==> config.mk <==
export PLATFORM = sky130hd
export DESIGN_NAME = spwm_multilevel
export DESIGN_NICKNAME = d
export VERILOG_FILES = /design/src/rtl/spwm_pkg.sv /design/src/rtl/spwm_carrier_gen.sv /design/src/rtl/spwm_leg.sv /design/src/rtl/spwm_multilevel.sv
export SDC_FILE = /design/constraint.sdc
export NUM_CORES = 1
export LEC_CHECK = 0
export BUFFER_PORTS_ARGS = -buffer_cell sky130_fd_sc_hd__buf_2
export CORE_UTILIZATION = 30
export CTS_CLUSTER_DIAMETER = 80
export CTS_CLUSTER_SIZE = 16
export DETAILED_ROUTE_END_ITERATION = 8
export GPL_TIMING_DRIVEN = 0
export SLEW_MARGIN = 15
export SYNTH_ARGS = -nofsm -noshare
export SYNTH_HDL_FRONTEND = slang
export SYNTH_HIERARCHICAL = 1
export SYNTH_SLANG_ARGS = --single-unit
==> constraint.sdc <==
create_clock -name clk -period 17.15 [get_ports clk]
set_input_delay 4.2875 -clock clk [delete_from_list [all_inputs] [get_ports clk]]
set_output_delay 4.2875 -clock clk [all_outputs]
set_load 0.02 [all_outputs]
==> src/rtl/spwm_pkg.sv <==
package spwm_pkg;
  typedef enum logic {
    CNT_UP   = 1'b0,
    CNT_DOWN = 1'b1
  } cnt_dir_e;

  function automatic int unsigned carrier_total(int unsigned levels);
    return levels - 1;
  endfunction
endpackage

==> src/rtl/spwm_carrier_gen.sv <==
module spwm_carrier_gen
  import spwm_pkg::*;
#(
  parameter int NCAR  = 4,
  parameter int CNT_W = 10,
  parameter int CMP_W = 14
) (
  input  logic                         clk,
  input  logic                         rst,
  input  logic [CNT_W-1:0]             period_i,
  output logic [NCAR-1:0][CMP_W-1:0]   carrier_o
);
  localparam int HALF = NCAR / 2;

  cnt_dir_e          dir;
  logic [CNT_W-1:0]  cnt;
  logic signed [CMP_W-1:0] cnt_s, per_s;

  always_ff @(posedge clk) begin
    if (rst) begin
      cnt <= '0;
      dir <= CNT_UP;
    end else begin
      case (dir)
        CNT_UP: begin
          if (cnt < period_i) begin
            cnt <= cnt + 1'b1;
          end else begin
            dir <= CNT_DOWN;
            cnt <= (cnt != '0) ? cnt - 1'b1 : '0;
          end
        end
        default: begin
          if (cnt != '0) begin
            cnt <= cnt - 1'b1;
          end else begin
            dir <= CNT_UP;
            cnt <= (period_i != '0) ? CNT_W'(1) : '0;
          end
        end
      endcase
    end
  end

  assign cnt_s = CMP_W'(cnt);
  assign per_s = CMP_W'(period_i);

  genvar g;
  for (g = 0; g < NCAR; g++) begin : g_band
    localparam logic signed [CMP_W-1:0] BAND = CMP_W'(g - HALF);
    assign carrier_o[g] = cnt_s + per_s * BAND;
  end


  cnt_step_chk: assert property (@(posedge clk) disable iff (rst)
    !$past(rst) |-> ((cnt == $past(cnt)) || (cnt == $past(cnt) + 1'b1) ||
                     (cnt == $past(cnt) - 1'b1)));


  flat_zero_chk: assert property (@(posedge clk) disable iff (rst)
    (!$past(rst) && $past(period_i) == '0 && $past(cnt) == '0) |-> cnt == '0);
endmodule

==> src/rtl/spwm_leg.sv <==
module spwm_leg #(
  parameter int NCAR  = 4,
  parameter int REF_W = 12,
  parameter int CMP_W = 14,
  parameter int LVL_W = 3
) (
  input  logic                        clk,
  input  logic                        rst,
  input  logic signed [REF_W-1:0]     ref_i,
  input  logic [NCAR-1:0][CMP_W-1:0]  carrier_i,
  output logic [NCAR-1:0]             gate_hi_o,
  output logic [NCAR-1:0]             gate_lo_o,
  output logic [LVL_W-1:0]            level_o
);
  localparam int HALF = NCAR / 2;
  localparam logic [NCAR-1:0] ZERO_HI = ~NCAR'((1 << HALF) - 1);
  localparam logic [NCAR-1:0] TOP_BIT = NCAR'(1) << (NCAR - 1);

  logic signed [CMP_W-1:0] ref_x;
  logic [NCAR-1:0]         above, hi_d, lo_d;
  logic [LVL_W-1:0]        ones, level_d;

  assign ref_x = CMP_W'(ref_i);

  genvar i;
  for (i = 0; i < NCAR; i++) begin : g_cmp
    assign above[i]          = ref_x > $signed(carrier_i[i]);
    assign hi_d[NCAR-1-i]    = above[i];
    assign lo_d[NCAR-1-i]    = ref_x <= $signed(carrier_i[i]);
  end

  always_comb begin
    ones = '0;
    for (int j = 0; j < NCAR; j++) begin
      ones = ones + LVL_W'(above[j]);
    end
    level_d = ones - LVL_W'(HALF);
  end

  always_ff @(posedge clk) begin
    if (rst) begin
      gate_hi_o <= ZERO_HI;
      gate_lo_o <= ~ZERO_HI;
      level_o   <= '0;
    end else begin
      gate_hi_o <= hi_d;
      gate_lo_o <= lo_d;
      level_o   <= level_d;
    end
  end


  complement_chk: assert property (@(posedge clk) disable iff (rst)
    gate_lo_o == ~gate_hi_o);


  level_match_chk: assert property (@(posedge clk) disable iff (rst)
    $signed(level_o) == $countones(gate_hi_o) - HALF);


  stacked_chk: assert property (@(posedge clk) disable iff (rst)
    (gate_hi_o & ~(gate_hi_o >> 1) & ~TOP_BIT) == '0);


  reset_zero_chk: assert property (@(posedge clk) disable iff (rst)
    $fell(rst) |-> (gate_hi_o == ZERO_HI && level_o == '0));
endmodule

==> src/rtl/spwm_multilevel.sv <==
module spwm_multilevel
  import spwm_pkg::*;
#(
  parameter int LEVELS = 5,
  parameter int LEGS   = 3,
  parameter int REF_W  = 12,
  parameter int CNT_W  = 10
) (
  input  logic                                 clk,
  input  logic                                 rst,
  input  logic [CNT_W-1:0]                     period_i,
  input  logic [LEGS*REF_W-1:0]                ref_i,
  output logic [LEGS*(LEVELS-1)-1:0]           gate_hi_o,
  output logic [LEGS*(LEVELS-1)-1:0]           gate_lo_o,
  output logic [LEGS*$clog2(LEVELS)-1:0]       level_o
);
  localparam int NCAR  = int'(carrier_total(LEVELS));
  localparam int LVL_W = $clog2(LEVELS);
  localparam int CAR_W = CNT_W + $clog2(NCAR) + 1;
  localparam int CMP_W = ((CAR_W > REF_W) ? CAR_W : REF_W) + 1;

  if (LEVELS != 3 && LEVELS != 5) begin : g_bad_levels
    $error("LEVELS must be 3 or 5");
  end

  logic [NCAR-1:0][CMP_W-1:0] carriers;

  spwm_carrier_gen #(
    .NCAR (NCAR),
    .CNT_W(CNT_W),
    .CMP_W(CMP_W)
  ) u_carriers (
    .clk      (clk),
    .rst      (rst),
    .period_i (period_i),
    .carrier_o(carriers)
  );

  genvar g;
  for (g = 0; g < LEGS; g++) begin : g_leg
    spwm_leg #(
      .NCAR (NCAR),
      .REF_W(REF_W),
      .CMP_W(CMP_W),
      .LVL_W(LVL_W)
    ) u_leg (
      .clk      (clk),
      .rst      (rst),
      .ref_i    (ref_i[g*REF_W +: REF_W]),
      .carrier_i(carriers),
      .gate_hi_o(gate_hi_o[g*NCAR +: NCAR]),
      .gate_lo_o(gate_lo_o[g*NCAR +: NCAR]),
      .level_o  (level_o[g*LVL_W +: LVL_W])
    );
  end
endmodule

==> out/metrics.yaml <==
status: "completed"
path_class: "in -> reg"
placementRows: 58
synth-seq-cells: 44
pwr-share-seq_pct: 14.1
gp_congestion: 0.926
firstDrtPassIters: 5
maxCapViolations: 0
nets: 1359
hold_buffers: 0
synthFlopType: "dfxtp_1"
clkTransAtPathRegs_ps: 60
place_inst: 1421
wl_met1_um: 11300
fmax_ghz: 0.105
cp.required_ps: 17370
routed_wl_um: 24700
relSlewSlack_pct: 27.7
die_h_um: 163
swShare_pct: 55.2
fin_tns_setup_ps: 0
critPathMaxStageDelay_ps: 530
synth_edf_count: 0
instances_no_fill: 1426
met2WireLength_um: 11200
rsz0062_at_grt: "no"
period_needed_ps: 9560
grt_max_degree: 15
via_per_inst: 5.17
yosysWarnings: 6
worstHoldPathCells: 1
cp.arrival_ps: 9780
p_clk_share_pct: 6.8
hold_path_end: "u_carriers/dir"
cts-buffers-inserted: 5
drive_above_1_share_pct: 11.8
fp.dieW_um: 163
cts_sinks: 44
reg2reg_depth: 20
portBuffers: 80
core_area_mm2: 0.0253
intPower_mw: 0.586
holdCritPathClass: "reg -> reg"
met3_length_um: 1420
tightest_slew_ps: 1080
drt-initial-drc-count: 485
area.growth.synth_to_final_pct: 12.3
antenna_found_initial: 0
pwr-share-comb_pct: 79.1
routed-via-count: 7367
min_period_over_period_pct: 55.7
crit_slowest_cell: "nor2_1"
skew_ps: 10.9
critPathLaunchType: "input pin"
fin_util_pct: 34.6
drc_errors: 0
tritoncts: "done"
cts_setup_buffers: 0
avgSynthCellArea_um2: 7.77
hold_viol: 0
cp_top_family: "simple AND/OR/NAND/NOR gates"
min_from: "u_carriers/dir"
netlist_area_mm2: 0.00781
grt-ovfl-total: 0
grt_pass1_vias: 6950
cts-root-buf: "clkbuf_16"
path_cells: "buf_2, nor4_2, nand2_1, xnor2_1, ha_1, a2111oi_0, o21a_1, nor3_1, a211oi_1, a21oi_1, nor2_1, inv_1, ha_1, nand4_1, o41ai_1, a31oi_1, or2_2, fa_1, ha_1, inv_1, ha_1, nor2_1"
track_usage_pct: 18.9
power.density_mw_per_mm2: 149
path_common_cell: "ha_1"
cp_num_buf_inv: 3
ir_worst_vdd_uv: 62.0
start_util_pct: 30.8
dpl.hpwl_um: 20000
cts_resized: 0
p_leak_nw: 4.53
htreeDepth: 2
end_kind: "flop"
syn_inst: 1005
slew_violations: 0
crit_fanout: 6
synth_cell_types: 70
clk_latency_ps: 300
nFillCells: 2705
clock_path_buffers: 2
ant_nets: 0
wl_per_cell_um: 17.3
power_switching_mw: 0.723
antennaDiodeCount: 0
synth_seq_area_share_pct: 11.3
ios: 81
setup_viol: 0
r2r_setup_slack_ps: 11410
maxUsedRoutingLayer: "met4"
reg2reg_to: "g_leg[0].u_leg/level_o[1]"
grt_pass1_wl_um: 37700
timing.rr.start: "u_carriers/cnt[1]"
die_area_mm2: 0.0267
async_reset_ff_share_pct: 0
-- area by class of cell --
| type | instances | area (um2) | share of cell area (%) |
|---|---|---|---|
| Multi-Input combinational cell | 740 | 6050 | 69.0 |
| Sequential cell | 44 | 881 | 10.0 |
| Inverter | 207 | 777 | 8.86 |
| Tap cell | 330 | 413 | 4.71 |
| Timing Repair Buffer | 80 | 400 | 4.56 |
| Clock buffer | 5 | 125 | 1.43 |
| Buffer | 20 | 121 | 1.38 |
-- cell usage after synthesis, types with 3 or more instances --
| master | count | area, um2 |
|---|---|---|
| a2111oi_0 | 3 | 26.3 |
| a211o_1 | 3 | 26.3 |
| a211oi_1 | 10 | 75.1 |
| a21bo_1 | 4 | 40.0 |
| a21boi_0 | 8 | 60.1 |
| a21boi_1 | 9 | 67.6 |
| a21o_1 | 20 | 150 |
| a21oi_1 | 75 | 375 |
| a21oi_2 | 6 | 52.6 |
| a221oi_1 | 7 | 61.3 |
| a2bb2oi_1 | 4 | 35.0 |
| a311o_1 | 4 | 40.0 |
| a31oi_1 | 9 | 56.3 |
| and2_1 | 4 | 25.0 |
| and3_1 | 7 | 43.8 |
| buf_2 | 4 | 20.0 |
| buf_4 | 9 | 67.6 |
| clkbuf_1 | 6 | 22.5 |
| dfxtp_1 | 44 | 881 |
| fa_1 | 6 | 120 |
| ha_1 | 207 | 2590 |
| inv_1 | 207 | 777 |
| nand2_1 | 48 | 180 |
| nand2b_1 | 13 | 81.3 |
| nand3_1 | 42 | 210 |
| nand4_1 | 30 | 188 |
| nor2_1 | 46 | 173 |
| nor2b_1 | 15 | 93.8 |
| nor3_1 | 16 | 80.1 |
| nor4_1 | 4 | 25.0 |
| o21a_1 | 5 | 37.5 |
| o21ai_0 | 22 | 110 |
| o21ai_1 | 3 | 15.0 |
| o21bai_1 | 10 | 75.1 |
| o22a_1 | 3 | 26.3 |
| o31a_1 | 4 | 35.0 |
| o31ai_1 | 6 | 45.0 |
| o41a_1 | 5 | 56.3 |
| o41ai_2 | 4 | 65.1 |
| or3_1 | 6 | 37.5 |
| or4_4 | 4 | 45.0 |
| xnor2_1 | 25 | 219 |
| xor2_1 | 6 | 52.6 |
-- stage by stage --
stage | hold slack, ps | setup WS [ps] | instance area (um2) | power, mW
after floorplan | 453 | 8460 | 7830 | 0.897
after global placement | 480 | 7430 | 8650 | 1.17
after detailed placement | 512 | 7400 | 8650 | 1.20
after CTS | 527 | 7660 | 8770 | 1.30
after global routing | 546 | 7090 | 8770 | 1.45
final | 517 | 7590 | 8770 | 1.31
-- metal layers --
| metal | vias up | GRT usage, % |
|---|---|---|
| li1 | 3708 | - |
| met1 | 3423 | 24.4 |
| met2 | 193 | 31.3 |
| met3 | 43 | 3.10 |
| met4 | 0 | 6.71 |
| met5 | - | 0 |
-- logic make-up (layout without fill, tap and decap cells) --
logic type	Yosys count	in the layout	synth area share (%)
simple gates	246	246	16.5
compound gates	242	242	22.4
buf+inv	227	312	11.5
fa+ha+maj	213	213	34.7
flops	44	44	11.3
xor+xnor	31	31	3.48
other cells	1	7	0.0480
mux	1	1	0.128
-- worst max-delay path by stage --
stage | start | endpoint | slack, ps | cells past startpoint
finish | period_i[2] | g_leg[1].u_leg/level_o[1] | 7590 | 22
global route | period_i[2] | g_leg[1].u_leg/level_o[1] | 7090 | 22
CTS | period_i[2] | g_leg[1].u_leg/level_o[1] | 7660 | 22
detailed placement | period_i[2] | g_leg[1].u_leg/level_o[1] | 7400 | 22
global placement | period_i[2] | g_leg[1].u_leg/level_o[1] | 7430 | 22
floorplan | period_i[2] | g_leg[1].u_leg/level_o[1] | 8460 | 21
-- cell usage in the layout (no fill, tap or decap), types with 6 or more instances in the layout --
cell type  instances
a31oi_1            9
ha_1             207
and3_1             7
a221oi_1           7
a21oi_2            6
nor2b_1           15
or3_1              6
a21boi_1           9
o21ai_0           22
fa_1               6
a21o_1            20
conb_1             7
dfxtp_1           44
xnor2_1           25
a21boi_0           8
nand4_1           30
nand2_1           48
buf_2             84
nand3_1           42
buf_4              9
clkbuf_1           6
xor2_1             6
nand2b_1          13
o21bai_1          10
nor3_1            16
a21oi_1           75
o31ai_1            6
a211oi_1          10
inv_1            207
nor2_1            46
-- power groups by stage --
stage | sequential [mW] | clock, mW | combinational [mW]
2_1_floorplan | 0.186 | 0 | 0.711
3_3_place_gp | 0.186 | 0 | 0.988
3_5_place_dp | 0.186 | 0 | 1.02
4_1_cts | 0.183 | 0.0923 | 1.02
5_1_grt | 0.188 | 0.0955 | 1.17
6_report | 0.184 | 0.0892 | 1.04
-- sequential cells by signal (all words and copies together), names as in the netlist --
name	count
g_leg.u_leg/gate_hi_o	12
g_leg.u_leg/gate_lo_o	12
g_leg.u_leg/level_o	9
u_carriers/cnt	10
u_carriers/dir	1
(Power assumes the default switching activity.)
